===== config.mk =====
export PLATFORM = sky130hd
export DESIGN_NAME = clksync_regbank
export DESIGN_NICKNAME = d
export VERILOG_FILES = /design/src/rtl/clksync_pkg.sv /design/src/rtl/clksync_sync.sv /design/src/rtl/clksync_edge_cap.sv /design/src/rtl/clksync_ctrl_regs.sv /design/src/rtl/clksync_regbank.sv
export SDC_FILE = /design/constraint.sdc
export NUM_CORES = 1
export LEC_CHECK = 0
export ABC_CLOCK_PERIOD_IN_PS = 1200
export BUFFER_PORTS_ARGS = -buffer_cell sky130_fd_sc_hd__clkbuf_2
export CAP_MARGIN = 10
export CORE_AREA = 4 4 73 75
export DETAILED_ROUTE_END_ITERATION = 10
export DIE_AREA = 0 0 77 79
export GPL_TIMING_DRIVEN = 1
export PLACE_DENSITY_LB_ADDON = 0.2
export SLEW_MARGIN = 20
export SYNTH_ARGS = -nofsm -noshare
export SYNTH_HDL_FRONTEND = slang
export SYNTH_HIERARCHICAL = 1
export SYNTH_SLANG_ARGS = --single-unit

===== constraint.sdc =====
create_clock -name clk -period 1.2 [get_ports clk]
set_input_delay 0 -clock clk [delete_from_list [all_inputs] [get_ports clk]]
set_output_delay 0 -clock clk [all_outputs]
set_load 0.03 [all_outputs]

===== src/rtl/clksync_pkg.sv =====
package clksync_pkg;
  localparam int ADDR_W = 3;
  localparam int DATA_W = 8;
  localparam int N_STAT = 4;
  localparam int N_CAUSE = 2 * N_STAT;
  localparam int N_OUTEN = 4;

  typedef enum logic [ADDR_W-1:0] {
    A_CTRL   = 3'd0,
    A_REFSEL = 3'd1,
    A_OUTEN  = 3'd2,
    A_ROUTE  = 3'd3,
    A_PLLRST = 3'd4,
    A_VER    = 3'd5,
    A_CAUSE  = 3'd6,
    A_IRQID  = 3'd7
  } reg_addr_e;

  // bit positions of offset 0 follow the packed order below
  typedef struct packed {
    logic       hw_sw_en;
    logic       sw_on_hold;
    logic [1:0] mode;
    logic       ref_align;
    logic       filt_narrow;
    logic [1:0] rate;
  } ctrl0_t;
endpackage


===== src/rtl/clksync_sync.sv =====
module clksync_sync #(
  parameter int WIDTH  = 1,
  parameter int STAGES = 2
) (
  input  logic             clk,
  input  logic             rst,
  input  logic [WIDTH-1:0] d,
  output logic [WIDTH-1:0] q
);
  localparam int CHAIN_W = WIDTH * STAGES;

  logic [CHAIN_W-1:0] chain_q;

  // lowest slice is the first stage; requires STAGES >= 2
  always_ff @(posedge clk) begin
    if (rst) chain_q <= '0;
    else     chain_q <= {chain_q[CHAIN_W-WIDTH-1:0], d};
  end

  assign q = chain_q[CHAIN_W-1 -: WIDTH];
endmodule


===== src/rtl/clksync_edge_cap.sv =====
module clksync_edge_cap #(
  parameter int N = 4
) (
  input  logic           clk,
  input  logic           rst,
  input  logic [N-1:0]   lvl,
  input  logic           clr,
  output logic [2*N-1:0] cause,
  output logic [2*N-1:0] set_vec,
  output logic           irq
);
  localparam int NC = 2 * N;

  logic [N-1:0]  prev_q;
  logic [NC-1:0] cause_q;
  logic [NC-1:0] cause_nx;
  logic          irq_q;

  always_ff @(posedge clk) begin
    if (rst) prev_q <= '0;
    else     prev_q <= lvl;
  end

  for (genvar i = 0; i < N; i++) begin : g_edge
    assign set_vec[2*i]   =  lvl[i] & ~prev_q[i];
    assign set_vec[2*i+1] = ~lvl[i] &  prev_q[i];
  end

  // clear first, then merge new changes so none is dropped
  always_comb begin
    cause_nx = clr ? '0 : cause_q;
    cause_nx = cause_nx | set_vec;
  end

  always_ff @(posedge clk) begin
    if (rst) begin
      cause_q <= '0;
      irq_q   <= 1'b0;
    end else begin
      cause_q <= cause_nx;
      irq_q   <= |cause_nx;
    end
  end

  assign cause = cause_q;
  assign irq   = irq_q;
endmodule


===== src/rtl/clksync_ctrl_regs.sv =====
module clksync_ctrl_regs
  import clksync_pkg::*;
#(
  parameter int OUTEN_W = N_OUTEN
) (
  input  logic              clk,
  input  logic              rst,
  input  logic              wr_en,
  input  logic [ADDR_W-1:0] addr,
  input  logic [DATA_W-1:0] wdata,
  output ctrl0_t            ctrl0,
  output logic              ref_sel,
  output logic              freq_sel,
  output logic [OUTEN_W-1:0] out_en,
  output logic [DATA_W-1:0] route,
  output logic              pll_rst_n
);
  always_ff @(posedge clk) begin
    if (rst) begin
      ctrl0     <= '0;
      ref_sel   <= 1'b0;
      freq_sel  <= 1'b0;
      out_en    <= '0;
      route     <= '0;
      pll_rst_n <= 1'b1;
    end else if (wr_en) begin
      case (reg_addr_e'(addr))
        A_CTRL:   ctrl0 <= ctrl0_t'(wdata);
        A_REFSEL: begin
          ref_sel  <= wdata[0];
          freq_sel <= wdata[1];
        end
        A_OUTEN:  out_en    <= wdata[OUTEN_W-1:0];
        A_ROUTE:  route     <= wdata;
        A_PLLRST: pll_rst_n <= wdata[1];
        default: ;
      endcase
    end
  end
endmodule


===== src/rtl/clksync_regbank.sv =====
module clksync_regbank
  import clksync_pkg::*;
#(
  parameter logic [7:0] VERSION     = 8'h01,
  parameter logic [3:0] IRQ_LINE    = 4'h5,
  parameter int         SYNC_STAGES = 2
) (
  input  logic       clk,
  input  logic       rst,
  input  logic [2:0] bus_addr,
  input  logic [7:0] bus_wdata,
  input  logic       bus_wr,
  input  logic       bus_rd,
  output logic [7:0] bus_rdata,
  input  logic       pri_lost_i,
  input  logic       sec_lost_i,
  input  logic       holdover_i,
  input  logic       unlock_i,
  input  logic       active_ref_i,
  output logic       irq_o,
  output logic       hw_sw_en_o,
  output logic       sw_on_hold_o,
  output logic [1:0] mode_o,
  output logic       ref_align_o,
  output logic       filt_narrow_o,
  output logic [1:0] rate_o,
  output logic       ref_sel_o,
  output logic       freq_sel_o,
  output logic [3:0] out_en_o,
  output logic [7:0] route_o,
  output logic       pll_rst_n_o
);
  localparam int SYNC_W = N_STAT + 1;

  logic [SYNC_W-1:0]  raw_in;
  logic [SYNC_W-1:0]  sync_out;
  logic [N_STAT-1:0]  lvl;
  logic               act_ref;
  logic [N_CAUSE-1:0] cause_q;
  logic [N_CAUSE-1:0] cap_set;
  logic               clr_rd;
  ctrl0_t             ctrl0;
  logic [DATA_W-1:0]  rd_mux;
  logic [DATA_W-1:0]  rdata_q;

  // status index 0 primary, 1 secondary, 2 holdover, 3 unlock
  assign raw_in = {active_ref_i, unlock_i, holdover_i, sec_lost_i, pri_lost_i};

  clksync_sync #(.WIDTH(SYNC_W), .STAGES(SYNC_STAGES)) sync_i (
    .clk(clk), .rst(rst), .d(raw_in), .q(sync_out)
  );

  assign lvl     = sync_out[N_STAT-1:0];
  assign act_ref = sync_out[N_STAT];
  assign clr_rd  = bus_rd && (reg_addr_e'(bus_addr) == A_CAUSE);

  clksync_edge_cap #(.N(N_STAT)) cap_i (
    .clk(clk), .rst(rst), .lvl(lvl), .clr(clr_rd),
    .cause(cause_q), .set_vec(cap_set), .irq(irq_o)
  );

  clksync_ctrl_regs #(.OUTEN_W(N_OUTEN)) ctl_i (
    .clk(clk), .rst(rst), .wr_en(bus_wr), .addr(bus_addr), .wdata(bus_wdata),
    .ctrl0(ctrl0), .ref_sel(ref_sel_o), .freq_sel(freq_sel_o),
    .out_en(out_en_o), .route(route_o), .pll_rst_n(pll_rst_n_o)
  );

  // live levels are presented with primary in the top bit
  always_comb begin
    rd_mux = '0;
    case (reg_addr_e'(bus_addr))
      A_CTRL:   rd_mux = ctrl0;
      A_REFSEL: rd_mux = {4'b0, act_ref, 1'b0, freq_sel_o, ref_sel_o};
      A_OUTEN:  rd_mux = {lvl[0], lvl[1], lvl[2], lvl[3], out_en_o};
      A_ROUTE:  rd_mux = route_o;
      A_PLLRST: rd_mux = {6'b0, pll_rst_n_o, 1'b0};
      A_VER:    rd_mux = VERSION;
      A_CAUSE:  rd_mux = cause_q;
      A_IRQID:  rd_mux = {4'b0, IRQ_LINE};
      default:  rd_mux = '0;
    endcase
  end

  always_ff @(posedge clk) begin
    if (rst)         rdata_q <= '0;
    else if (bus_rd) rdata_q <= rd_mux;
  end

  assign bus_rdata     = rdata_q;
  assign hw_sw_en_o    = ctrl0.hw_sw_en;
  assign sw_on_hold_o  = ctrl0.sw_on_hold;
  assign mode_o        = ctrl0.mode;
  assign ref_align_o   = ctrl0.ref_align;
  assign filt_narrow_o = ctrl0.filt_narrow;
  assign rate_o        = ctrl0.rate;
endmodule


==> run_results.csv, run 1 <==
group,metric,value,unit
sta,final.period_utilization,96.8,%
placement,place_ws,0.0110,ns
drt,via_per_inst,5.17,
worst_setup_path,cp.required,1.41,ns
sta,fin_ws,0.0385,ns
synthesis,ys_seq_area_share,44.3,%
global_route,grt_overflow_total,0,
sta,relSlewSlack,71.1,%
global_route,grt_max_degree,30,
worst_setup_path,critPathCaptureType,"flip-flop",
synthesis,avgSynthCellArea,9.80,um^2
sta,worst_pin_slew,0.430,ns
synthesis,synthArstFlopShare,0,%
global_route,grt_pass1_vias,1894,
die,num_rows,25,
drt,wl_per_cell,14.4,um
cells_and_area,syn_to_final_growth,27.6,%
synthesis,yosys.area.top_type,"dfxtp_1",
synthesis,yosys-top-cells-area,"dfxtp_1 (44%), mux2i_1 (12%), nand2b_1 (7.9%)",
synthesis,synth_fp_nets,269,
die,die_y,79,um
global_route,antenna_found_initial,0,
synthesis,ys_ff_latch,54,
drt,first_pass_iters,4,
flow_run,maxCapViolations,0,
sta,clock.fmax,861,MHz
cells_and_area,most-common-layout-cells,"clkbuf_2 (51), dfxtp_1 (46), nand2b_1 (31), mux2i_1 (30), buf_4 (24)",
worst_setup_path,timing_worst_setup_path_type,"reg -> reg",
drt,drc,0,
sta,setup_tns,0,ns
outcome,status,"complete, no violations",
power_and_ir_drop,powerDensity,1120,mW/mm^2
die,fp.coreArea,0.00466,mm^2
global_route,grt_usage,18.9,%
worst_setup_path,cp-start-kind,"flip-flop",
sta,setup_viol,0,
power_and_ir_drop,irDropWorstVdd,0.904,mV
cells_and_area,fin_util,66.8,%
placement,gp_congestion,0.801,
cells_and_area,drive_above_1_share,33.5,%
synthesis,synth_top_area_share,44.3,%
die,die_w,77,um
synthesis,synth-main-ff-cell,"dfxtp_1",
cells_and_area,final_common_cell,"clkbuf_2",
clocking,htreeDepth,2,
power_and_ir_drop,p_leak,1.42,nW
power_and_ir_drop,total_power,3.50,mW
cells_and_area,num_antenna_cells,0,
clocking,cts_tree,"yes",
cells_and_area,layout.nets,347,
synthesis,synth_edf_count,0,
sta,min_period,1.16,ns
worst_setup_path,crit_arrival,1.37,ns
clocking,root_buffer,"clkbuf_8",
placement,hpwl,4.03,mm
die,start_util,52.4,%
worst_setup_path,critical_path.max_fanout,2,
drt,dr.first_iter.drc_count,98,
clocking,clock_latency,0.32,ns
clocking,clkTransAtPathRegs,0.10,ns
synthesis,yosysWarnings,6,
die,die_area,0.00608,mm^2
global_route,grt_pass1_wl,9.20,mm
synthesis,synth_cell_types,46,
synthesis,synth_area,0.00244,mm^2
sta,hold_viol_final,0,
drt,totalWireLength,5.51,mm
die,io_pins,52,
drt,dr_total_vias,1974,
clocking,clock-sinks,54,
hold_path,min_path_type,"in -> reg",
clocking,cts.path.max_buffers,2,
sta,final-max-slew-violation-count,0,
drt,antenna_left,0,
placement,portBuffers,51,
clocking,numCtsBuffers,5,
sta,clock_skew,0.00956,ns
synthesis,syn-instance-count,249,
==> critical path: stages (launching register included) <==
cell and delay [ns]:
dfxtp_2 0.33, or4_4 0.52, o21ai_2 0.14, a21oi_1 0.07
==> logic make-up (layout without fill, tap and decap cells) <==
logic type	count (synthesis)	in the layout	share of synthesized area (%)
AO/OA/AOI/OAI	35	35	9.58
XOR/XNOR	4	4	1.44
buffers and inverters	20	99	5.38
flip-flops	54	54	44.3
multiplexers	30	30	12.3
AND/OR/NAND/NOR	106	106	27.0
==> per-stage QoR <==
| stage | cells | hold slack, ns | instance area [um^2] |
|---|---|---|---|
| 4_1_cts | 381 | 0.0174 | 3060 |
| 2_1_floorplan | 249 | 0.0716 | 2440 |
| 3_5_place_dp | 361 | 0.212 | 2840 |
| 6_report | 382 | 0.0445 | 3120 |
| 5_1_grt | 382 | 0.0447 | 3120 |
| 3_3_place_gp | 361 | 0.207 | 2840 |
==> final cells by class <==
class                           instances  area (um^2)
Clock buffer                            5         68.8
Clock inverter                          3         28.8
Fill cell                             401         1550
Inverter                                3         11.3
Multi-Input combinational cell        175         1270
Sequential cell                        54         1090
Tap cell                               54         67.6
Timing Repair Buffer                   88          576
==> report_power, final <==
group	internal [mW]	leakage, nW	switching (mW)
clock network	0.433	0.0502	0.633
registers	1.86	0.443	0.0455
logic	0.255	0.925	0.280
==> synth_stat cells, types with 2 or more instances <==
cell,instances
a221oi_1,2
o21ai_1,5
buf_4,7
o21ai_0,2
nor3_1,7
xor2_1,4
and3_1,2
a21oi_1,15
nor2b_1,22
clkbuf_1,4
nor2_1,20
mux2i_1,30
nand4bb_1,2
buf_6,3
nand2_1,5
dfxtp_1,54
a31oi_1,2
a21oi_2,2
nand3b_1,4
nand2b_1,31
==> metal layers <==
layer / track usage, % / vias up / wire [um] / part of all wire (%)
met1: 26.7 / 890 / 2660 / 48
met3: 4.65 / 6 / 312 / 5.7
met4: 4.80 / 0 / 58 / 1.1
met2: 28.9 / 58 / 2480 / 45
li1: - / 1020 / - / -
met5: 0 / - / 0 / 0
==> sequential cells by signal, indices dropped and copies added (netlist names) <==
signal / cells
ctl_i/ref_sel: 1
ctl_i/route: 8
ctl_i/out_en: 4
ctl_i/ctrl0: 8
cap_i/cause: 8
ctl_i/pll_rst_n: 1
cap_i/irq: 1
cap_i/prev_q: 4
ctl_i/freq_sel: 1
sync_i/chain_q: 10
bus_rdata: 8
==> final timing paths <==
kind                           from           endpoint  slack [ns]  cells past startpoint
hold / removal         bus_wdata[0]    ctl_i/out_en[0]        0.04                      3
hold reg to reg   sync_i/chain_q[1]  sync_i/chain_q[6]        0.45                      1
setup / recovery     cap_i/cause[6]          cap_i/irq        0.04                      3
setup reg to reg     cap_i/cause[6]          cap_i/irq        0.04                      3
==> what timing repair did <==
item / in CTS / in global routing
buffers inserted: 0 / 1
gates resized for setup: 0 / 15
hold endpoints to repair: 20 / 0
hold buffers: 12 / 0
setup endpoints to repair: 0 / 4
Power figures use the tool's default switching activity.
==> run 2, diff against run 1 <==
--- a/config.mk
+++ b/config.mk
@@ -5,14 +5,15 @@
 export SDC_FILE = /design/constraint.sdc
 export NUM_CORES = 1
 export LEC_CHECK = 0
-export ABC_CLOCK_PERIOD_IN_PS = 1200
+export ABC_CLOCK_PERIOD_IN_PS = 1000
 export BUFFER_PORTS_ARGS = -buffer_cell sky130_fd_sc_hd__clkbuf_2
 export CAP_MARGIN = 10
-export CORE_AREA = 4 4 73 75
+export CORE_AREA = 4 4 77 79
 export DETAILED_ROUTE_END_ITERATION = 10
-export DIE_AREA = 0 0 77 79
+export DIE_AREA = 0 0 81 83
 export GPL_TIMING_DRIVEN = 1
 export PLACE_DENSITY_LB_ADDON = 0.2
+export SKIP_LAST_GASP = 1
 export SLEW_MARGIN = 20
 export SYNTH_ARGS = -nofsm -noshare
 export SYNTH_HDL_FRONTEND = slang
==> constraint.sdc (replaced) <==
create_clock -name clk -period 1 [get_ports clk]
set_input_delay 0 -clock clk [delete_from_list [all_inputs] [get_ports clk]]
set_output_delay 0 -clock clk [all_outputs]
set_load 0.03 [all_outputs]
==> run 2 against run 1 <==
  * The flow now finishes with violations (setup timing)
  * Combinational power increased by 31%
  * Die area increased by 11%
  * Worst hold slack improved by 0.0022 ns
  * Critical path depth unchanged
  * Sequential share of layout area decreased by 2.1 points
  * Setup slack got worse by 0.19 ns
  * Power increased by 25%
  * Clock skew decreased by 0.0032 ns
  * Sequential power increased by 20%
  * Final cell count increased by 10%
  * Register-to-register slack got worse by 0.19 ns
  * Global-route usage decreased by 0.83 points
  * Critical path type unchanged
==> run_results.csv, run 2 (synthesis results as in run 1) <==
group,metric,value,unit
outcome,status,"complete, but fails checks",
outcome,violations,"setup timing",
hold_path,min_path_type,"in -> reg",
sta,hold_viol_final,0,
power_and_ir_drop,combPwrFrac,16.0,%
worst_setup_path,timing_worst_setup_path_type,"reg -> reg",
sta,setup_viol,7,
global_route,antenna_found_initial,0,
die,die_y,83,um
clocking,clock_latency,0.31,ns
drt,dr_total_vias,2027,
drt,via_per_inst,4.80,
power_and_ir_drop,p_leak,1.56,nW
worst_setup_path,crit_family,"simple AND/OR/NAND/NOR gates",
die,die_area,0.00672,mm^2
sta,min_period,1.16,ns
power_and_ir_drop,swShare,26.4,%
sta,clock.fmax,865,MHz
placement,gp_congestion,0.788,
global_route,grt_usage,18.0,%
sta,final.period_utilization,116,%
sta,relSlewSlack,75.8,%
worst_setup_path,cpPeakStageDelay,0.52,ns
global_route,grt_pass1_vias,1965,
die,io_pins,52,
drt,dr.first_iter.drc_count,132,
power_and_ir_drop,powerDensity,1290,mW/mm^2
worst_setup_path,crit_start,"cap_i/cause[6]",
clocking,clkTransAtPathRegs,0.10,ns
worst_setup_path,critical_path.max_fanout,2,
worst_setup_path,path_buf_inv,0,
sta,grt_setup_unrepaired,"true",
cells_and_area,largest_reg_flops,10,
global_route,grt_pass1_wl,9.71,mm
cells_and_area,final_common_cell,"clkbuf_2",
worst_setup_path,crit_path_cell_trace,"or4_4 -> o21ai_1 -> a21oi_1",
die,die_w,81,um
power_and_ir_drop,p_switching,1.16,mW
clocking,numCtsBuffers,5,
cells_and_area,num_antenna_cells,0,
die,start_util,45.7,%
die,fp.coreArea,0.00534,mm^2
clocking,clock-sinks,54,
clocking,cts_tree,"yes",
cells_and_area,drive_above_1_share,44.3,%
drt,first_pass_iters,4,
worst_setup_path,r2r_start,"cap_i/cause[6]",
power_and_ir_drop,p_seq_share,51.9,%
global_route,grt_overflow_total,0,
sta,fin_ws,-0.156,ns
sta,clock_skew,0.00641,ns
die,num_rows,27,
cells_and_area,regMostFlops,"sync_i/chain_q",
drt,antenna_left,0,
worst_setup_path,critPathCaptureType,"flip-flop",
cells_and_area,fin_util,63.6,%
placement,hpwl,4.29,mm
drt,totalWireLength,5.81,mm
worst_setup_path,crit_arrival,1.35,ns
sta,final-max-slew-violation-count,0,
cells_and_area,syn_to_final_growth,39.0,%
power_and_ir_drop,total_power,4.39,mW
worst_setup_path,cp.required,1.19,ns
drt,wl_per_cell,13.8,um
placement,portBuffers,51,
worst_setup_path,cp-start-kind,"flip-flop",
sta,setup_tns,-0.392,ns
clocking,root_buffer,"clkbuf_8",
cells_and_area,n_fill_cell,488,
power_and_ir_drop,clockPowerShare,32.1,%
clocking,htreeDepth,2,
clocking,cts.path.max_buffers,2,
power_and_ir_drop,p_int,3.23,mW
cells_and_area,layout.nets,369,
placement,place_area,0.00305,mm^2
placement,place_ws,-0.202,ns
cells_and_area,most-common-layout-cells,"clkbuf_2 (47), buf_4 (45), nand2b_1 (31), mux2i_1 (29), dfxtp_1 (28)",
flow_run,maxCapViolations,0,
global_route,grt_max_degree,44,
drt,drc,0,
cells_and_area,design_area,0.00339,mm^2
sta,worst_pin_slew,0.358,ns
power_and_ir_drop,irDropWorstVdd,0.819,mV
hold_path,min_from,"bus_wdata[0]",
worst_setup_path,crit_path_top_delay_cell,"or4_4",
[run 2: cell type report]
cell class                 instances  area, um^2  area share [%]
timing repair buffer             110         762            22.5
inverter                           3        11.3           0.332
multi-input combinational        175        1300            38.4
tap                               72        90.1            2.65
sequential                        54        1120            32.9
clock inverter                     2        17.5           0.516
clock buffer                       6        93.8            2.77
[run 2: final timing paths]
path                            cells after the start                 to  slack [ns]
worst min-delay path                                3     ctl_i/route[0]        0.05
worst min register to register                      1  sync_i/chain_q[9]        0.44
worst max-delay path                                3          cap_i/irq       -0.16
worst max register to register                      3          cap_i/irq       -0.16
[run 2: through the flow]
stage	instances	hold WS, ns
finish	422	0.0467
global route	422	0.0746
CTS	420	0.0148
detailed placement	400	0.213
global placement	400	0.210
floorplan	249	0.0716
[run 2: worst register-to-register path: stages (launching register included)]
cell     delay (ns)
dfxtp_1        0.32
or4_4          0.52
o21ai_1        0.14
a21oi_1        0.07
[run 2: timing repair]
action,CTS,global route
setup endpoints to repair,10,17
setup buffers,0,2
pin swaps,6,7
hold buffers,12,0
resized for setup,12,18
hold endpoints to repair,20,0
[run 2: per-layer routing]
layer,GRT usage [%],share of wire (%),vias to the layer above
met5,0,0,-
met4,3.69,0.72,0
met3,3.58,4.9,4
met2,26.2,44,44
met1,27.5,51,919
li1,-,-,1060
[run 2: power by group through the flow]
| stage | sequential, mW | combinational, mW | clock, mW |
|---|---|---|---|
| after floorplan | 2.39 | 0.309 | 0 |
| after global placement | 2.32 | 0.625 | 0 |
| after detailed placement | 2.32 | 0.633 | 0 |
| after CTS | 2.28 | 0.677 | 1.46 |
| after global routing | 2.29 | 0.766 | 1.56 |
| final | 2.28 | 0.703 | 1.41 |
